--- config.mk ---
export PLATFORM = sky130hd
export DESIGN_NAME = bus_wait_seq
export DESIGN_NICKNAME = d
export VERILOG_FILES = /design/src/rtl/bus_wait_pkg.sv /design/src/rtl/rdy_sync.sv /design/src/rtl/wait_decode.sv /design/src/rtl/bus_wait_seq.sv
export SDC_FILE = /design/constraint.sdc
export NUM_CORES = 1
export LEC_CHECK = 0
export ABC_AREA = 1
export BUFFER_PORTS_ARGS = -buffer_cell sky130_fd_sc_hd__buf_2
export CAP_MARGIN = 20
export CELL_PAD_IN_SITES_DETAIL_PLACEMENT = 0
export CELL_PAD_IN_SITES_GLOBAL_PLACEMENT = 2
export CORE_MARGIN = 2
export CORE_UTILIZATION = 27
export DETAILED_ROUTE_END_ITERATION = 10
export PLACE_DENSITY = 0.8
export SYNTH_ARGS = -nofsm -noshare
export SYNTH_HDL_FRONTEND = slang
export SYNTH_SLANG_ARGS = --single-unit
export TNS_END_PERCENT = 100
--- constraint.sdc ---
create_clock -name clk -period 1.3 [get_ports clk]
set_clock_uncertainty 0.05 [all_clocks]
set_input_delay 0.065 -clock clk [delete_from_list [all_inputs] [get_ports clk]]
set_output_delay 0.065 -clock clk [all_outputs]
set_load 0.01 [all_outputs]
--- src/rtl/bus_wait_pkg.sv ---
package bus_wait_pkg;
    localparam int CODE_W = 3;
    localparam int CNT_W  = 4;

    typedef enum logic [2:0] {
        ST_IDLE = 3'd0,
        ST_T1   = 3'd1,
        ST_T2   = 3'd2,
        ST_T3   = 3'd3,
        ST_TW   = 3'd4,
        ST_T4   = 3'd5
    } bus_st_e;
endpackage

--- src/rtl/rdy_sync.sv ---
module rdy_sync #(
    parameter int STAGES = 2
) (
    input  logic clk,
    input  logic rst_n,
    input  logic async_in,
    output logic sync_out
);
    logic [STAGES-1:0] chain;

    genvar g;
    generate
        for (g = 0; g < STAGES; g++) begin : g_stage
            if (g == 0) begin : g_first
                always_ff @(posedge clk or negedge rst_n) begin
                    if (!rst_n) chain[0] <= 1'b0;
                    else        chain[0] <= async_in;
                end
            end else begin : g_next
                always_ff @(posedge clk or negedge rst_n) begin
                    if (!rst_n) chain[g] <= 1'b0;
                    else        chain[g] <= chain[g-1];
                end
            end
        end
    endgenerate

    assign sync_out = chain[STAGES-1];

    // Warm-up counter so the delay check never looks before reset.
    logic [1:0] warm;
    always_ff @(posedge clk or negedge rst_n) begin
        if (!rst_n)         warm <= 2'd0;
        else if (warm != 2'd3) warm <= warm + 2'd1;
    end

    generate
        if (STAGES == 2) begin : g_chk
            assert_sync_delay_R9: assert property (@(posedge clk) disable iff (!rst_n)
                (warm >= 2'd2) |-> (sync_out == $past(async_in, 2)));
        end
    endgenerate
endmodule

--- src/rtl/wait_decode.sv ---
module wait_decode
    import bus_wait_pkg::*;
(
    input  logic [CODE_W-1:0] code,
    input  logic              wide,
    input  logic              pcb,
    output logic [CNT_W-1:0]  nwait
);
    always_comb begin
        if (pcb) begin
            nwait = '0;
        end else if (!wide) begin
            nwait = CNT_W'(code[1:0]);
        end else begin
            unique case (code)
                3'd4:    nwait = CNT_W'(5);
                3'd5:    nwait = CNT_W'(7);
                3'd6:    nwait = CNT_W'(9);
                3'd7:    nwait = CNT_W'(15);
                default: nwait = CNT_W'(code[1:0]);
            endcase
        end
    end
endmodule

--- src/rtl/bus_wait_seq.sv ---
module bus_wait_seq
    import bus_wait_pkg::*;
#(
    parameter int SYNC_STAGES = 2
) (
    input  logic              clk,
    input  logic              rst_n,
    input  logic              cyc_start,
    input  logic [CODE_W-1:0] ws_code,
    input  logic              ws_wide,
    input  logic              rdy_need,
    input  logic              pcb_hit,
    input  logic              ardy_in,
    input  logic              srdy_in,
    output logic [2:0]        bus_state,
    output logic              cyc_done
);
    bus_st_e          st, st_nx;
    logic [CNT_W-1:0] nwait_q, nwait_d, dec_wait;
    logic [CNT_W-1:0] wleft, wleft_nx;
    logic             need_q, need_d;
    logic             ardy_s, rdy_ok;

    rdy_sync #(.STAGES(SYNC_STAGES)) u_sync (
        .clk      (clk),
        .rst_n    (rst_n),
        .async_in (ardy_in),
        .sync_out (ardy_s)
    );

    wait_decode u_dec (
        .code  (ws_code),
        .wide  (ws_wide),
        .pcb   (pcb_hit),
        .nwait (dec_wait)
    );

    assign rdy_ok = !need_q || srdy_in || ardy_s;

    // Next state and wait counter
    always_comb begin
        st_nx    = st;
        wleft_nx = wleft;
        nwait_d  = nwait_q;
        need_d   = need_q;
        unique case (st)
            ST_IDLE: if (cyc_start) begin
                st_nx   = ST_T1;
                nwait_d = dec_wait;
                need_d  = rdy_need && !pcb_hit;
            end
            ST_T1: st_nx = ST_T2;
            ST_T2: st_nx = ST_T3;
            ST_T3: begin
                if (nwait_q >= CNT_W'(2)) begin
                    st_nx    = ST_TW;
                    wleft_nx = nwait_q;
                end else if (!rdy_ok) begin
                    st_nx    = ST_TW;
                    wleft_nx = CNT_W'(2);
                end else if (nwait_q == '0) begin
                    st_nx = ST_T4;
                end else begin
                    st_nx    = ST_TW;
                    wleft_nx = CNT_W'(1);
                end
            end
            ST_TW: begin
                if (wleft <= CNT_W'(1)) begin
                    st_nx    = ST_T4;
                    wleft_nx = '0;
                end else if (wleft == CNT_W'(2)) begin
                    if (rdy_ok) wleft_nx = CNT_W'(1);
                end else begin
                    wleft_nx = wleft - CNT_W'(1);
                end
            end
            ST_T4: st_nx = ST_IDLE;
            default: st_nx = ST_IDLE;
        endcase
    end

    // State register
    always_ff @(posedge clk or negedge rst_n) begin
        if (!rst_n) begin
            st      <= ST_IDLE;
            wleft   <= '0;
            nwait_q <= '0;
            need_q  <= 1'b0;
        end else begin
            st      <= st_nx;
            wleft   <= wleft_nx;
            nwait_q <= nwait_d;
            need_q  <= need_d;
        end
    end

    // Outputs
    always_comb begin
        bus_state = st;
        cyc_done  = (st == ST_T4);
    end

    assert_start_t1_R2: assert property (@(posedge clk) disable iff (!rst_n)
        (st == ST_IDLE && cyc_start) |=> (bus_state == 3'd1));
    assert_t1_t2_R2: assert property (@(posedge clk) disable iff (!rst_n)
        (bus_state == 3'd1) |=> (bus_state == 3'd2));
    assert_t2_t3_R2: assert property (@(posedge clk) disable iff (!rst_n)
        (bus_state == 3'd2) |=> (bus_state == 3'd3));
    assert_t4_idle_R2: assert property (@(posedge clk) disable iff (!rst_n)
        cyc_done |=> (bus_state == 3'd0));
    assert_last_wait_R8: assert property (@(posedge clk) disable iff (!rst_n)
        (st == ST_TW && wleft == CNT_W'(1)) |=> cyc_done);
    assert_zero_noready_R5: assert property (@(posedge clk) disable iff (!rst_n)
        (st == ST_T3 && !need_q && nwait_q == '0) |=> cyc_done);
endmodule

==> results of run 1 <==
-- tightest hold or removal path: cells and delay by family --
family / cells / cell delay [ns]
and+or+nand+nor: 1 / 0.05
buffers and inverters: 1 / 0.10
AOI/OAI and AO/OA: 1 / 0.09
-- final cells by class --
type	count	share of cell area, %
well taps	44	4.550
flip-flops and latches	14	29.27
clock buffers	3	1.861
multi-input cells	86	43.43
inverters	20	6.412
repair buffers	26	14.48
-- Yosys cell counts --
master                     count  share of area, %
sky130_fd_sc_hd__nor2_4        2               2.6
sky130_fd_sc_hd__inv_1        19               8.3
sky130_fd_sc_hd__xnor2_1       1               1.0
sky130_fd_sc_hd__nor2_2        4               2.9
sky130_fd_sc_hd__nor3_1        2               1.2
sky130_fd_sc_hd__nor2_1       11               4.8
sky130_fd_sc_hd__o211ai_1      2               1.7
sky130_fd_sc_hd__o21ai_0       5               2.9
sky130_fd_sc_hd__nand3_1       6               3.5
sky130_fd_sc_hd__nand2_2       3               2.2
sky130_fd_sc_hd__dfrtp_1      14                41
sky130_fd_sc_hd__o21ai_2       1               1.0
sky130_fd_sc_hd__o22ai_1       3               2.2
sky130_fd_sc_hd__nand3_2       1               1.2
sky130_fd_sc_hd__a21oi_1       2               1.2
sky130_fd_sc_hd__nand2_1      39                17
sky130_fd_sc_hd__a31oi_1       1              0.73
sky130_fd_sc_hd__ha_1          3               4.4
sky130_fd_sc_hd__inv_2         1              0.44
-- registers in the layout, indices dropped and copies added (netlist names) --
signal / cells
nwait_q: 4
wleft: 4
bus_state: 3
need_q: 1
u_sync.chain: 1
u_sync.sync_out: 1
-- routing by layer --
layer  GRT usage [%]  part of all wire, %  vias up
li1                -                    -      434
met1           15.18                   48      356
met2           18.79                   48       14
met3           2.559                  2.8        4
met4           4.658                  1.5        0
met5               0                    0        -
-- through the flow --
| stage | hold WS, ns | utilization [%] | cell area (µm²) |
|---|---|---|---|
| floorplan | -0.2806 | - | 862.1 |
| global placement | -0.06697 | 33.57 | 1025 |
| detailed placement | -0.06475 | 33.57 | 1025 |
| CTS | 0.005897 | 36.19 | 1105 |
| global route | 0.02723 | 39.63 | 1210 |
| finish | 0.02188 | 39.63 | 1210 |
-- cells by family after synthesis --
| kind of cell | count (synthesis) |
|---|---|
| adder cells (fa/ha/maj) | 3 |
| XOR/XNOR | 1 |
| AND/OR/NAND/NOR | 68 |
| buffers and inverters | 20 |
| flip-flops | 14 |
| AO/OA/AOI/OAI | 14 |
-- how the worst max path moves through the flow --
stage          depth (start not counted)  slack (ns)  endpoint
2_1_floorplan                          9        0.03  wleft[2]
3_3_place_gp                          10       -0.04  wleft[1]
3_5_place_dp                          10       -0.06  wleft[2]
4_1_cts                                9       -0.04  wleft[2]
5_1_grt                               10       -0.14  wleft[1]
6_report                              10       -0.06  wleft[1]
-- what timing repair did --
item,CTS,global route
cloned,0,0
pin swaps,5,10
endpoints found under the hold margin,16,0
setup buffers,1,3
endpoints found under the setup margin,7,10
resized for setup,9,21
hold buffers,3,0
-- power groups by stage --
stage	Sequential [W]	Combinational, W	Clock, W
finish	0.000789	0.00166	0.000243
floorplan	0.000779	0.000878	0
global placement	0.000770	0.00128	0
detailed placement	0.000778	0.00128	0
CTS	0.000775	0.00136	0.000258
global route	0.000820	0.00189	0.000286
==> results by stage, run 1 <==
Status:
- The run finished, with violations left.
- The final reports fail on setup timing.

Cells and area:
- The library cell used most frequently in the layout, excluding fill and tap cells, is sky130_fd_sc_hd__nand2_1.
- The number of standard cells in the layout, taps in and fillers out is 193.
- The number of filler cells placed in the layout is 327.
- The area taken by multi-input logic gates is 525.5 µm².
- The synthesis-to-finish area growth is 40.76%.
- The top cell types in the final layout, fill and taps aside, are sky130_fd_sc_hd__nand2_1 (35), sky130_fd_sc_hd__inv_1 (15), sky130_fd_sc_hd__buf_2 (14), sky130_fd_sc_hd__dfrtp_1 (11), sky130_fd_sc_hd__nor2_1 (8).
- The area occupied by registers is 354.1 µm².
- The layout net count is 165.
- The proportion of layout cells with a drive suffix above 1 is 38.93%.
- The number of antenna diodes in the final layout is 0.

Logic synthesis:
- After Yosys synthesis, full adders, half adders and majority gates account for 4.367% of the synthesized area.
- The flop and latch count out of synthesis is 14.
- Summing the areas of all compound-gate instances in the mapped netlist gives 9.753% of the synthesized area.
- After synthesis, the mean cell area works out to 7.163 µm².
- The Yosys warning count is 0.
- The gate count of the mapped netlist is 120.
- Summing every instance area after synthesis gives 859.6 µm².
- The post-synthesis net count is 134.
- The mux contribution to synthesized area is 0%.
- The sequential share of the synthesized area is 40.76%.
- After Yosys synthesis, XOR and XNOR cells account for 1.019% of the synthesized area.
- The share of synthesized cell area in and, or, nand and nor gates is 35.37%.
- After synthesis, the largest family of logic cells by area is simple AND/OR/NAND/NOR gates.
- The number of distinct standard cells referenced by the synthesized netlist is 19.

Power and ir drop:
- Across the VDD grid, the largest voltage drop is 0.7875 mV.
- The internal power of the cells totals 0.001477 W.
- The overall power of the completed layout is 0.002694 W.
- The cell leakage power is 0.5955 nW.
- For this design the ratio of total power to cell area is 2227 nW/µm².
- The switching power is 0.001217 W.
- The relative contribution of combinational cells to total power is 61.7%.
- The part of the total power dissipated in the clock network is 9.0%.
- Per report_power, the sequential group accounts for 29.3% of the total.
- The switching share of power is 45.18%.

Worst setup path:
- The data required time at the worst endpoint is 1.42 ns.
- The largest individual stage delay along the critical path comes from the cell sky130_fd_sc_hd__dfrtp_1.
- The cell family contributing the most delay on the critical path is simple AND/OR/NAND/NOR gates.
- The worst setup path is of the reg -> reg kind.
- Traced cell by cell, the critical path runs through buf_6 -> ha_4 -> inv_2 -> nand2_2 -> nand2_2 -> nand2_2 -> nor2_4 -> nor2_4 -> nand2_1 -> nand2_1.
- At the worst endpoint, the arrival time is 1.48 ns.
- The capturing element type of the critical path is a flip-flop.
- In this design, the stage delay of the slowest critical-path cell is 0.42 ns.
- The register-to-register path setup slack is -0.06 ns.
- The critical path starts at wleft[0].
- The number of buffers and inverters on the critical path is 2.
- STA classifies the critical path startpoint as a flip-flop.
- Measured in cells, the most critical reg-to-reg path has a length of 10.
- The highest fanout seen on the critical path is 4.
- The endpoint of the worst-slack reg-to-reg timing path is wleft[1].
- The most numerous cell type found on the critical path is sky130_fd_sc_hd__nand2_2.
- The source of the worst register-to-register timing path is wleft[0].

CTS:
- In this run, CTS created clock tree buffers numbering 3.
- The maximum level of the CTS H-tree is 1.
- Clock-pin slew was measured on the worst setup and hold paths at 0.08 ns.
- The CTS tree is built.
- The clock tree root driver cell is sky130_fd_sc_hd__clkbuf_4.
- The clock latency reported for the late side of the worst-skew pair is 0.27 ns.
- Counting every sink on the clock net gives 14.
- The number of buffers between clock root and the deepest sink is 2.

Timing:
- Setup violations remaining at the end of the flow were counted as 4.
- The final-report hold violation count is 0.
- For this run, the top clock speed supported by timing is 736.6 MHz.
- For the pin with the worst max-slew slack, the measured transition is 0.3189 ns.
- The max-slew violation total from the final report came to 0.
- After layout, the minimum clock period comes to 1.358 ns.
- The portion of the clock cycle consumed by the worst path in the final layout is 104.4%.
- For the final routed database, the setup TNS stands at -0.2231 ns.
- Setup repair after global routing could not meet its margin everywhere.
- Across all setup checks in the final design, the least slack found is -0.05761 ns.
- In this run the tightest slew margin relative to its limit is 78.57%.

GRT:
- Global routing used 11.61% of the available tracks.
- Summed over all layers, the global routing overflow is 0.
- The global-route wire length before repair is 3174 µm.
- The via count of the first global-routing pass came to 763.
- The initial antenna violation count is 0.
- The maximum number of pins on one net before global-route repair is 15.

Place:
- The post-detailed-placement half-perimeter wirelength is 1446 µm.
- At the end of routability-driven placement, the weighted congestion stood at 0.7562.
- During placement, the flow inserted port buffers numbering 14.
- At the placement stage, the worst setup path has a slack of -0.05726 ns.
- Once placement completed, the tool counted placed cells totaling 183.

Hold path:
- The path category of the worst min-delay check is in -> reg.
- The launch point of the worst hold path is ws_code[0].
- The worst hold path passes through 3 cells.
- The endpoint with the worst hold slack is nwait_q[0].

Die:
- In this run the standard cell core region covers 3053 µm².
- The placement row count is 20.
- The effective utilization at floorplan is 28.16%.
- The die area is 3651 µm².
- The die extent in x is 60.43 µm.
- The die is 60.43 µm tall.
- The count of boundary I/O pins is 15.

Drt:
- The remaining antenna violation count is 0.
- The post-route DRC violation count is 0.
- For this run, the detailed router's first-pass iteration total came to 4.
- Across all layers, the routed design uses 808 vias.
- The via-per-instance ratio is 4.187.
- The total length of routed wires is 1938 µm.
- The first-iteration detailed-routing DRC count is 20.
- Dividing the detail-routed wire length by the instance count gives 10.04 µm.

Job:
- The tool flagged a number of max-cap violations equal to 0.
(Power assumes the default switching activity.)
==> run 2: changes to the inputs <==
--- a/config.mk
+++ b/config.mk
@@ -16,5 +16,6 @@
 export PLACE_DENSITY = 0.8
 export SYNTH_ARGS = -nofsm -noshare
 export SYNTH_HDL_FRONTEND = slang
+export SYNTH_HIERARCHICAL = 1
 export SYNTH_SLANG_ARGS = --single-unit
 export TNS_END_PERCENT = 100
==> run 2 against run 1 <==
Effect of this change: the flow still finishes with violations (setup timing); die area rose by 5.1%; combinational power down 5%; final area increased by 4.8%; largest power group unchanged; highest routed layer is now met3.
==> results by stage, run 2 <==
Timing:
- The highest achievable clock rate is 707.6 MHz.
- The worst setup slack after layout is -0.1133 ns.
- The total of endpoints with negative setup slack in the final report is 5.
- The final-report hold violation count is 0.
- The max-slew violation total from the final report is 0.
- In this run the tightest slew margin relative to its limit is 78.36%.
- Setup repair after global routing could not meet its margin everywhere.
- Dividing the final minimum period by the clock period gives 108.7%.
- For the finished layout, the period the worst path requires is 1.413 ns.
- Hold timing on the final database bottoms out at a slack of 0.06740 ns.
- At the pin with the least slew margin, the transition time is 0.3247 ns.

Place:
- At the end of routability-driven placement, the weighted congestion stood at 0.7913.
- The cell area reported after detailed placement is 1140 µm².
- Once detailed placement completed, the half-perimeter wirelength came to 1564 µm.
- The count of buffers from port buffering is 14.

Drt:
- The number of iterations in the first detailed-routing pass is 4.
- The routed length per placed instance is 9.210 µm.
- In this run the remaining antenna-violating nets after routing total 0.
- For this block, the via count after detailed routing is 891.
- Summed over all layers, the routed wires come to 1971 µm.
- The via-per-instance ratio is 4.164.
- The first-iteration detailed-routing DRC count is 27.
- For this run, design rule violations remaining after detail routing come to 0.

Worst setup path:
- On the critical path the largest part of the delay comes from simple AND/OR/NAND/NOR gates.
- The most numerous cell type found on the critical path is sky130_fd_sc_hd__nand2_1.
- The number of cells on the worst reg-to-reg path is 9.
- Traced cell by cell, the critical path runs through buf_4 -> ha_1 -> nand2_2 -> buf_6 -> nor2_1 -> nand2_1 -> nand3_2 -> nand2_1 -> nand2_1.
- In this run the worst path has a maximum fanout of 4.
- The register-to-register path setup slack is -0.11 ns.
- In this run the critical register-to-register path is captured at wleft[0].
- Among all stages on the critical path, the largest delay is contributed by sky130_fd_sc_hd__dfrtp_1.
- The data arrival time at the worst-slack endpoint is 1.53 ns.
- For this run, the slowest stage of the critical path takes 0.41 ns.
- The type of origin of the critical path is a flip-flop.
- The critical path start-end classification is reg -> reg.
- The worst setup path is captured at a flip-flop.
- The data required time at the worst endpoint is 1.42 ns.
- The sum of buffers and inverters on the critical path is 2.
- The source of the worst register-to-register timing path is wleft[1].

Logic synthesis:
- Synthesis inferred 14 register bits.
- After Yosys synthesis, XOR and XNOR cells account for 0.9655% of the synthesized area.
- After synthesis, the share of cell area in mux cells is 0%.
- The synthesized area divided by synthesized cell count is 6.925 µm².
- After synthesis, the cell types taking the most area are sky130_fd_sc_hd__dfrtp_1 (39%), sky130_fd_sc_hd__nand2_1 (19%), sky130_fd_sc_hd__inv_1 (7.9%).
- The share of synthesized cell area in and, or, nand and nor gates is 40.69%.
- In the synthesized netlist the dominant register cell turns out to be sky130_fd_sc_hd__dfrtp_1.
- The number of nets in the synthesized netlist is 145.
- The arithmetic-cell share of the synthesized area counting full adders, half adders and majority gates is 4.138%.
- The cell with the most instances after synthesis is sky130_fd_sc_hd__nand2_1.
- The synthesized design spends more area on one cell type than any other, namely sky130_fd_sc_hd__dfrtp_1.
- Summing the areas of all compound-gate instances in the mapped netlist gives 7.310% of the synthesized area.
- The gate count of the mapped netlist is 131.
- By count the netlist is led by sky130_fd_sc_hd__nand2_1 (45), sky130_fd_sc_hd__inv_1 (19), sky130_fd_sc_hd__nor2_1 (16), sky130_fd_sc_hd__dfrtp_1 (14), sky130_fd_sc_hd__o21ai_0 (8).
- In this run the biggest area consumer among cell types represents 38.62% of the synthesized area.
- The main combinational cell family by area after synthesis is simple AND/OR/NAND/NOR gates.
- In the synthesized netlist the async set-or-reset flop fraction comes to 100.0%.
- The netlist area before placement is 907.1 µm².
- Yosys mapped a number of flops with a built-in enable equal to 0.
- The netlist uses 21 different library cells.
- For this run, the number of Yosys warnings is 6.
- Sequential cells were found to cover 38.62% of the synthesized design area.

Power and ir drop:
- Across the VDD grid, the largest voltage drop is 0.6007 mV.
- After layout, the design draws a total of 0.002672 W.
- In this run the power density over the cells is 2108 nW/µm².
- For this design the static power due to leakage is 0.6604 nW.

Cells and area:
- In the layout the commonest cells are sky130_fd_sc_hd__nand2_1 (42), sky130_fd_sc_hd__inv_1 (16), sky130_fd_sc_hd__nor2_1 (14), sky130_fd_sc_hd__buf_2 (14), sky130_fd_sc_hd__buf_4 (13).
- 0 antenna diodes ended up in the layout.
- The post-layout utilization of the core is 38.59%.
- After routing the design area is 1267 µm².
- The layout net count is 183.
- Compared with the post-synthesis result, the final layout area differs by 39.72%.
- The most common library cell in the layout ignoring fill and taps is sky130_fd_sc_hd__nand2_1.
- The proportion of layout cells with a drive suffix above 1 is 36.90%.

Status:
- The run finished, with violations left.
- The final reports fail on setup timing.

CTS:
- The CTS tree is built.
- Clock latency on the worst-skew pair, taken at its later pin, is 0.28 ns.
- The number of CTS-inserted buffers is 3.
- The maximum level of the CTS H-tree is 1.
- No sink is reached through more buffers than the 2 on the longest clock path.
- After clock tree synthesis, the clock-pin slew on the worst setup and hold paths is 0.09 ns.
- For this design, the sink count on the clock tree is 14.
- CTS placed an instance of sky130_fd_sc_hd__clkbuf_4 at the clock tree root.

GRT:
- The initial antenna violation count is 0.
- The first global-routing pass estimated 3484 µm of wire.
- The overflow left after global routing is 0.
- The via count of the first global-routing pass is 847.
- The maximum number of pins on one net before global-route repair is 15.
- The overall routing resource usage is 12.25%.

Job:
- The reported max-cap violation count is 0.

Hold path:
- The worst hold path begins at pcb_hit.
- In this run the worst hold path is classified as in -> reg.
- The hold-critical path depth is 3.
- The endpoint with the worst hold slack is need_q.

Die:
- The effective utilization at floorplan is 27.62%.
- The area of the core is 3284 µm².
- The die extent in x is 61.96 µm.
- 15 I/O pins were placed.
- The die covers 3839 µm².
- The floorplan has 21 rows.
- The vertical extent of the die is 61.96 µm.
run 2: cell count changes in the layout (fill, tap and decap cells not counted), sizes merged, moves of 3 or more:
| cell | delta |
|---|---|
| nand2 | +8 |
| buf | +6 |
| nor2 | +3 |
| o21ai | +3 |
| o22ai | -3 |
run 2: routing by layer:
metal	GRT usage (%)	up-vias	share of wire (%)
met3	1.863	0	2.1
met5	0	-	0
li1	-	476	-
met2	20.24	14	48
met1	15.75	401	50
met4	5.471	0	0
run 2: logic make-up after synthesis:
group                      count (synthesis)
DFF                                       14
and+or+nand+nor                           81
AOI/OAI and AO/OA                         12
xor gates and xnor gates                   1
adders and majority gates                  3
buffers and inverters                     20
run 2: repair_timing:
action / 4_1_cts / 5_1_grt
endpoints found under the setup margin: 5 / 8
hold buffers: 3 / 0
cloned: 0 / 1
endpoints found under the hold margin: 16 / 0
gates resized for setup: 2 / 12
buffers inserted: 1 / 1
pin swaps: 2 / 4
run 2: area by class of cell:
| type | count | area [µm²] |
|---|---|---|
| flip-flops and latches | 14 | 354.1 |
| repair inverters | 1 | 5.005 |
| multi-input cells | 97 | 519.2 |
| inverters | 20 | 75.07 |
| repair buffers | 32 | 220.2 |
| clock buffers | 4 | 36.28 |
| well taps | 46 | 57.56 |
| fillers | 360 | 2017 |
run 2: worst register-to-register path: stages, from the launching register on:
cell and delay, ns:
sky130_fd_sc_hd__dfrtp_1 0.41, sky130_fd_sc_hd__buf_4 0.14, sky130_fd_sc_hd__ha_1 0.18, sky130_fd_sc_hd__nand2_2 0.09
sky130_fd_sc_hd__buf_6 0.10, sky130_fd_sc_hd__nor2_1 0.03, sky130_fd_sc_hd__nand2_1 0.07, sky130_fd_sc_hd__nand3_2 0.10
sky130_fd_sc_hd__nand2_1 0.09, sky130_fd_sc_hd__nand2_1 0.05
run 2: through the flow:
step	setup WS [ns]	cells	setup TNS, ns
6_report	-0.1133	214	-0.4294
5_1_grt	-0.2104	214	-0.9146
4_1_cts	-0.09049	212	-0.3744
3_5_place_dp	-0.09688	204	-0.3980
3_3_place_gp	-0.06887	204	-0.2724
2_1_floorplan	0.01420	131	0
run 2: worst max-delay path by stage:
stage | to | cells past startpoint | from
3_3_place_gp | wleft[3] | 9 | wleft[0]
4_1_cts | wleft[0] | 9 | wleft[1]
6_report | wleft[0] | 9 | wleft[1]
5_1_grt | wleft[3] | 11 | wleft[1]
3_5_place_dp | wleft[0] | 9 | wleft[0]
2_1_floorplan | wleft[2] | 9 | wleft[0]
run 2: report_power, final:
group	internal, W	leakage [nW]	total [W]	switching (W)
Clock	0.000170	0.0210	0.000311	0.000141
Combinational	0.000711	0.465	0.00157	0.000862
Sequential	0.000618	0.175	0.000787	0.000169
Total	0.00150	0.660	0.00267	0.00117
==> run 3: changes to the inputs <==
--- a/config.mk
+++ b/config.mk
@@ -8,7 +8,7 @@
 export ABC_AREA = 1
 export BUFFER_PORTS_ARGS = -buffer_cell sky130_fd_sc_hd__buf_2
 export CAP_MARGIN = 20
-export CELL_PAD_IN_SITES_DETAIL_PLACEMENT = 0
+export CELL_PAD_IN_SITES_DETAIL_PLACEMENT = 1
 export CELL_PAD_IN_SITES_GLOBAL_PLACEMENT = 2
 export CORE_MARGIN = 2
 export CORE_UTILIZATION = 27
==> run 3 against run 2 <==
Effect of this change: the flow still finishes with violations (setup timing); maximum frequency rose by 0.43%; highest routed layer is now met4; flip-flop and latch count did not move; via count rose by 7.7%; global-route usage up 3.4 points; critical endpoint unchanged; non-clock buffer count up 5; final area increased by 4.6%.
==> results by stage, run 3 (same netlist as run 2, synthesis figures left out) <==
Status:
- The run finished, with violations left.
- The checks that failed: setup timing.

Timing:
- The final-report hold violation count is 0.
- For the pin with the worst max-slew slack, the measured transition is 0.3301 ns.
- The max-slew violation total from the final report is 0.
- The highest achievable clock rate is 710.6 MHz.
- Setup repair after global routing could not meet its margin everywhere.
- The worst setup slack after layout is -0.1073 ns.
- Setup violations remaining at the end of the flow were counted as 5.
- The shortest clock period the worst path allows after layout is 1.407 ns.
- The worst hold slack is 0.05581 ns.
- The worst pin sits at a relative slew slack of 78.00%.
- Of the available clock period, the critical path in the final layout requires 108.3%.

Worst setup path:
- The setup path with the least slack is of type reg -> reg.
- The critical path's most frequent cell is sky130_fd_sc_hd__nand2_1.
- STA puts the critical path data required time at 1.42 ns.
- The biggest cell delay along the critical path is 0.42 ns.
- The worst-path cell with the longest stage delay is sky130_fd_sc_hd__dfrtp_1.
- The signal on the critical path passes through inv_2 -> ha_4 -> nor2_2 -> nor2_2 -> nor2_1 -> nand2_1 -> nand3_2 -> nand2_1 -> nand2_1.
- The capturing element type of the critical path is a flip-flop.
- The highest fanout seen on the critical path is 4.
- STA puts the critical path data arrival time at 1.53 ns.
- The type of origin of the critical path is a flip-flop.

Die:
- In this run the horizontal extent of the chip is 61.96 µm.
- The count of boundary I/O pins is 15.
- The area of the core is 3284 µm².
- From bottom edge to top edge, the die measures 61.96 µm.
- The effective utilization at floorplan is 27.62%.
- After floorplanning, the core was divided into 21 placement rows.
- The die area is 3839 µm².

CTS:
- CTS built an H-tree with a depth of 1.
- The number of CTS-inserted buffers is 3.
- TritonCTS built the clock tree.
- Clock latency on the worst-skew pair, taken at its later pin, is 0.29 ns.
- The number of buffers between clock root and the deepest sink is 2.
- Clock-pin slew was measured on the worst setup and hold paths at 0.09 ns.
- The clock net in this run drives a total of 14 sinks.
- The clock tree root driver cell is sky130_fd_sc_hd__clkbuf_4.

Drt:
- The number of iterations in the first detailed-routing pass is 2.
- The post-route DRC violation count is 0.
- The via-per-instance ratio is 4.404.
- The total length of routed wires is 2561 µm.
- The first-iteration detailed-routing DRC count is 11.
- The routed length per placed instance is 11.75 µm.
- The remaining antenna violation count is 0.
- Summing over every cut layer, the via total after detailed routing is 960.

Cells and area:
- The number of standard cells in the layout, taps in and fillers out is 218.
- The top cell types in the final layout, fill and taps aside, are sky130_fd_sc_hd__nand2_1 (40), sky130_fd_sc_hd__buf_4 (18), sky130_fd_sc_hd__inv_1 (14), sky130_fd_sc_hd__buf_2 (14).
- The post-layout utilization of the core is 40.38%.
- 0 antenna diodes ended up in the layout.
- Compared with the post-synthesis result, the final layout area differs by 46.21%.
- For this run, the post-layout net count is 187.
- Cells with a size suffix above 1 make up 41.28% of the layout.
- Leaving out fill and tap cells, the most frequent cell in the layout is sky130_fd_sc_hd__nand2_1.

Power and ir drop:
- Internal power comes to 0.001615 W.
- The sequential group share of total power is 27.1%.
- The peak ir drop on the vdd network is 0.5852 mV.
- The part of the total power dissipated in the clock network is 10.8%.
- For this design the static power due to leakage is 0.6867 nW.
- The switching share of power is 44.85%.
- The share of total power dissipated in combinational logic is 62.0%.
- The power density over the cells is 2208 nW/µm².
- Summed over all nets, the switching power comes to 0.001313 W.

Hold path:
- The path category of the worst min-delay check is in -> reg.

Place:
- The post-detailed-placement half-perimeter wirelength is 1899 µm.
- The count of placed standard cells including taps is 204.
- Routability-driven placement finished with a final weighted congestion of 0.7913.
- The count of buffers from port buffering is 14.

GRT:
- The overflow left after global routing is 0.
- Global routing consumed, over all layers together, 15.65% of the routing resources.
- The initial antenna violation count is 0.
- The via count of the first global-routing pass was 1,003.
- The global-route wire length before repair is 4305 µm.
- The maximum number of pins on one net before global-route repair is 15.

Job:
- The reported max-cap violation count is 0.
-- run 3: changes by cell type in the layout (fill, tap and decap cells not counted), moves of 2 or more --
cell                      previous run  this run
sky130_fd_sc_hd__nor2_1             14        12
sky130_fd_sc_hd__inv_2               4         6
sky130_fd_sc_hd__nand2_1            42        40
sky130_fd_sc_hd__ha_4                1         3
sky130_fd_sc_hd__buf_4              13        18
sky130_fd_sc_hd__inv_1              16        14
sky130_fd_sc_hd__nand2_2             7         9
sky130_fd_sc_hd__nor2_2              4         6
-- run 3: final cells by class --
cell class / instances / area [µm²]
Timing Repair Buffer: 37 / 257.7
Inverter: 20 / 75.07
Tap cell: 46 / 57.56
Sequential cell: 14 / 352.8
Fill cell: 417 / 1958
Multi-Input combinational cell: 97 / 546.8
Clock buffer: 4 / 36.28
-- run 3: worst paths after layout --
| path | slack, ns | endpoint | startpoint | cells past startpoint |
|---|---|---|---|---|
| setup reg to reg | -0.11 | wleft[0] | wleft[0] | 9 |
| min in group asynchronous | 0.15 | nwait_q[1] | rst_n | 2 |
| max in group asynchronous | 0.79 | bus_state[0] | rst_n | 2 |
| hold reg to reg | 0.33 | u_sync/sync_out | u_sync/chain[0] | 0 |
| hold / removal | 0.06 | nwait_q[0] | pcb_hit | 4 |
| setup / recovery | -0.11 | wleft[0] | wleft[0] | 9 |
-- run 3: routing by layer --
metal,vias to the layer above,track usage [%],wire [µm]
met5,-,0,0
met4,0,6.383,38
met3,4,1.863,30
met2,10,29.32,1404
met1,464,17.71,1087
li1,482,-,-
-- run 3: what timing repair did --
action	in CTS	in global routing
hold buffers	3	0
hold endpoints to repair	16	0
gates cloned	0	0
pin swaps	7	3
setup buffers	2	5
resized for setup	11	10
setup endpoints to repair	6	6
-- run 3: worst max-delay path, delay by kind of cell (launching register included) --
kind	cells	cell delay [ns]
buffers and inverters	1	0.13
adder cells (fa/ha/maj)	1	0.17
flip-flops	1	0.42
AND/OR/NAND/NOR	7	0.53
-- run 3: power by group through the flow --
stage                     Combinational, W  Clock [W]  Sequential [W]
after CTS                          0.00163   0.000336        0.000787
after floorplan                   0.000890          0        0.000791
final                              0.00182   0.000317        0.000795
after global routing               0.00205   0.000356        0.000813
after detailed placement           0.00146          0        0.000794
after global placement             0.00140          0        0.000777
-- run 3: per-stage QoR --
stage	worst slack, ns	area [µm²]	total power (W)	setup TNS, ns
floorplan	0.01420	914.6	0.001681	0
global placement	-0.06887	1140	0.002175	-0.2724
detailed placement	-0.1091	1140	0.002251	-0.4812
CTS	-0.1011	1259	0.002752	-0.4467
global route	-0.2297	1326	0.003222	-1.089
finish	-0.1073	1326	0.002928	-0.4705
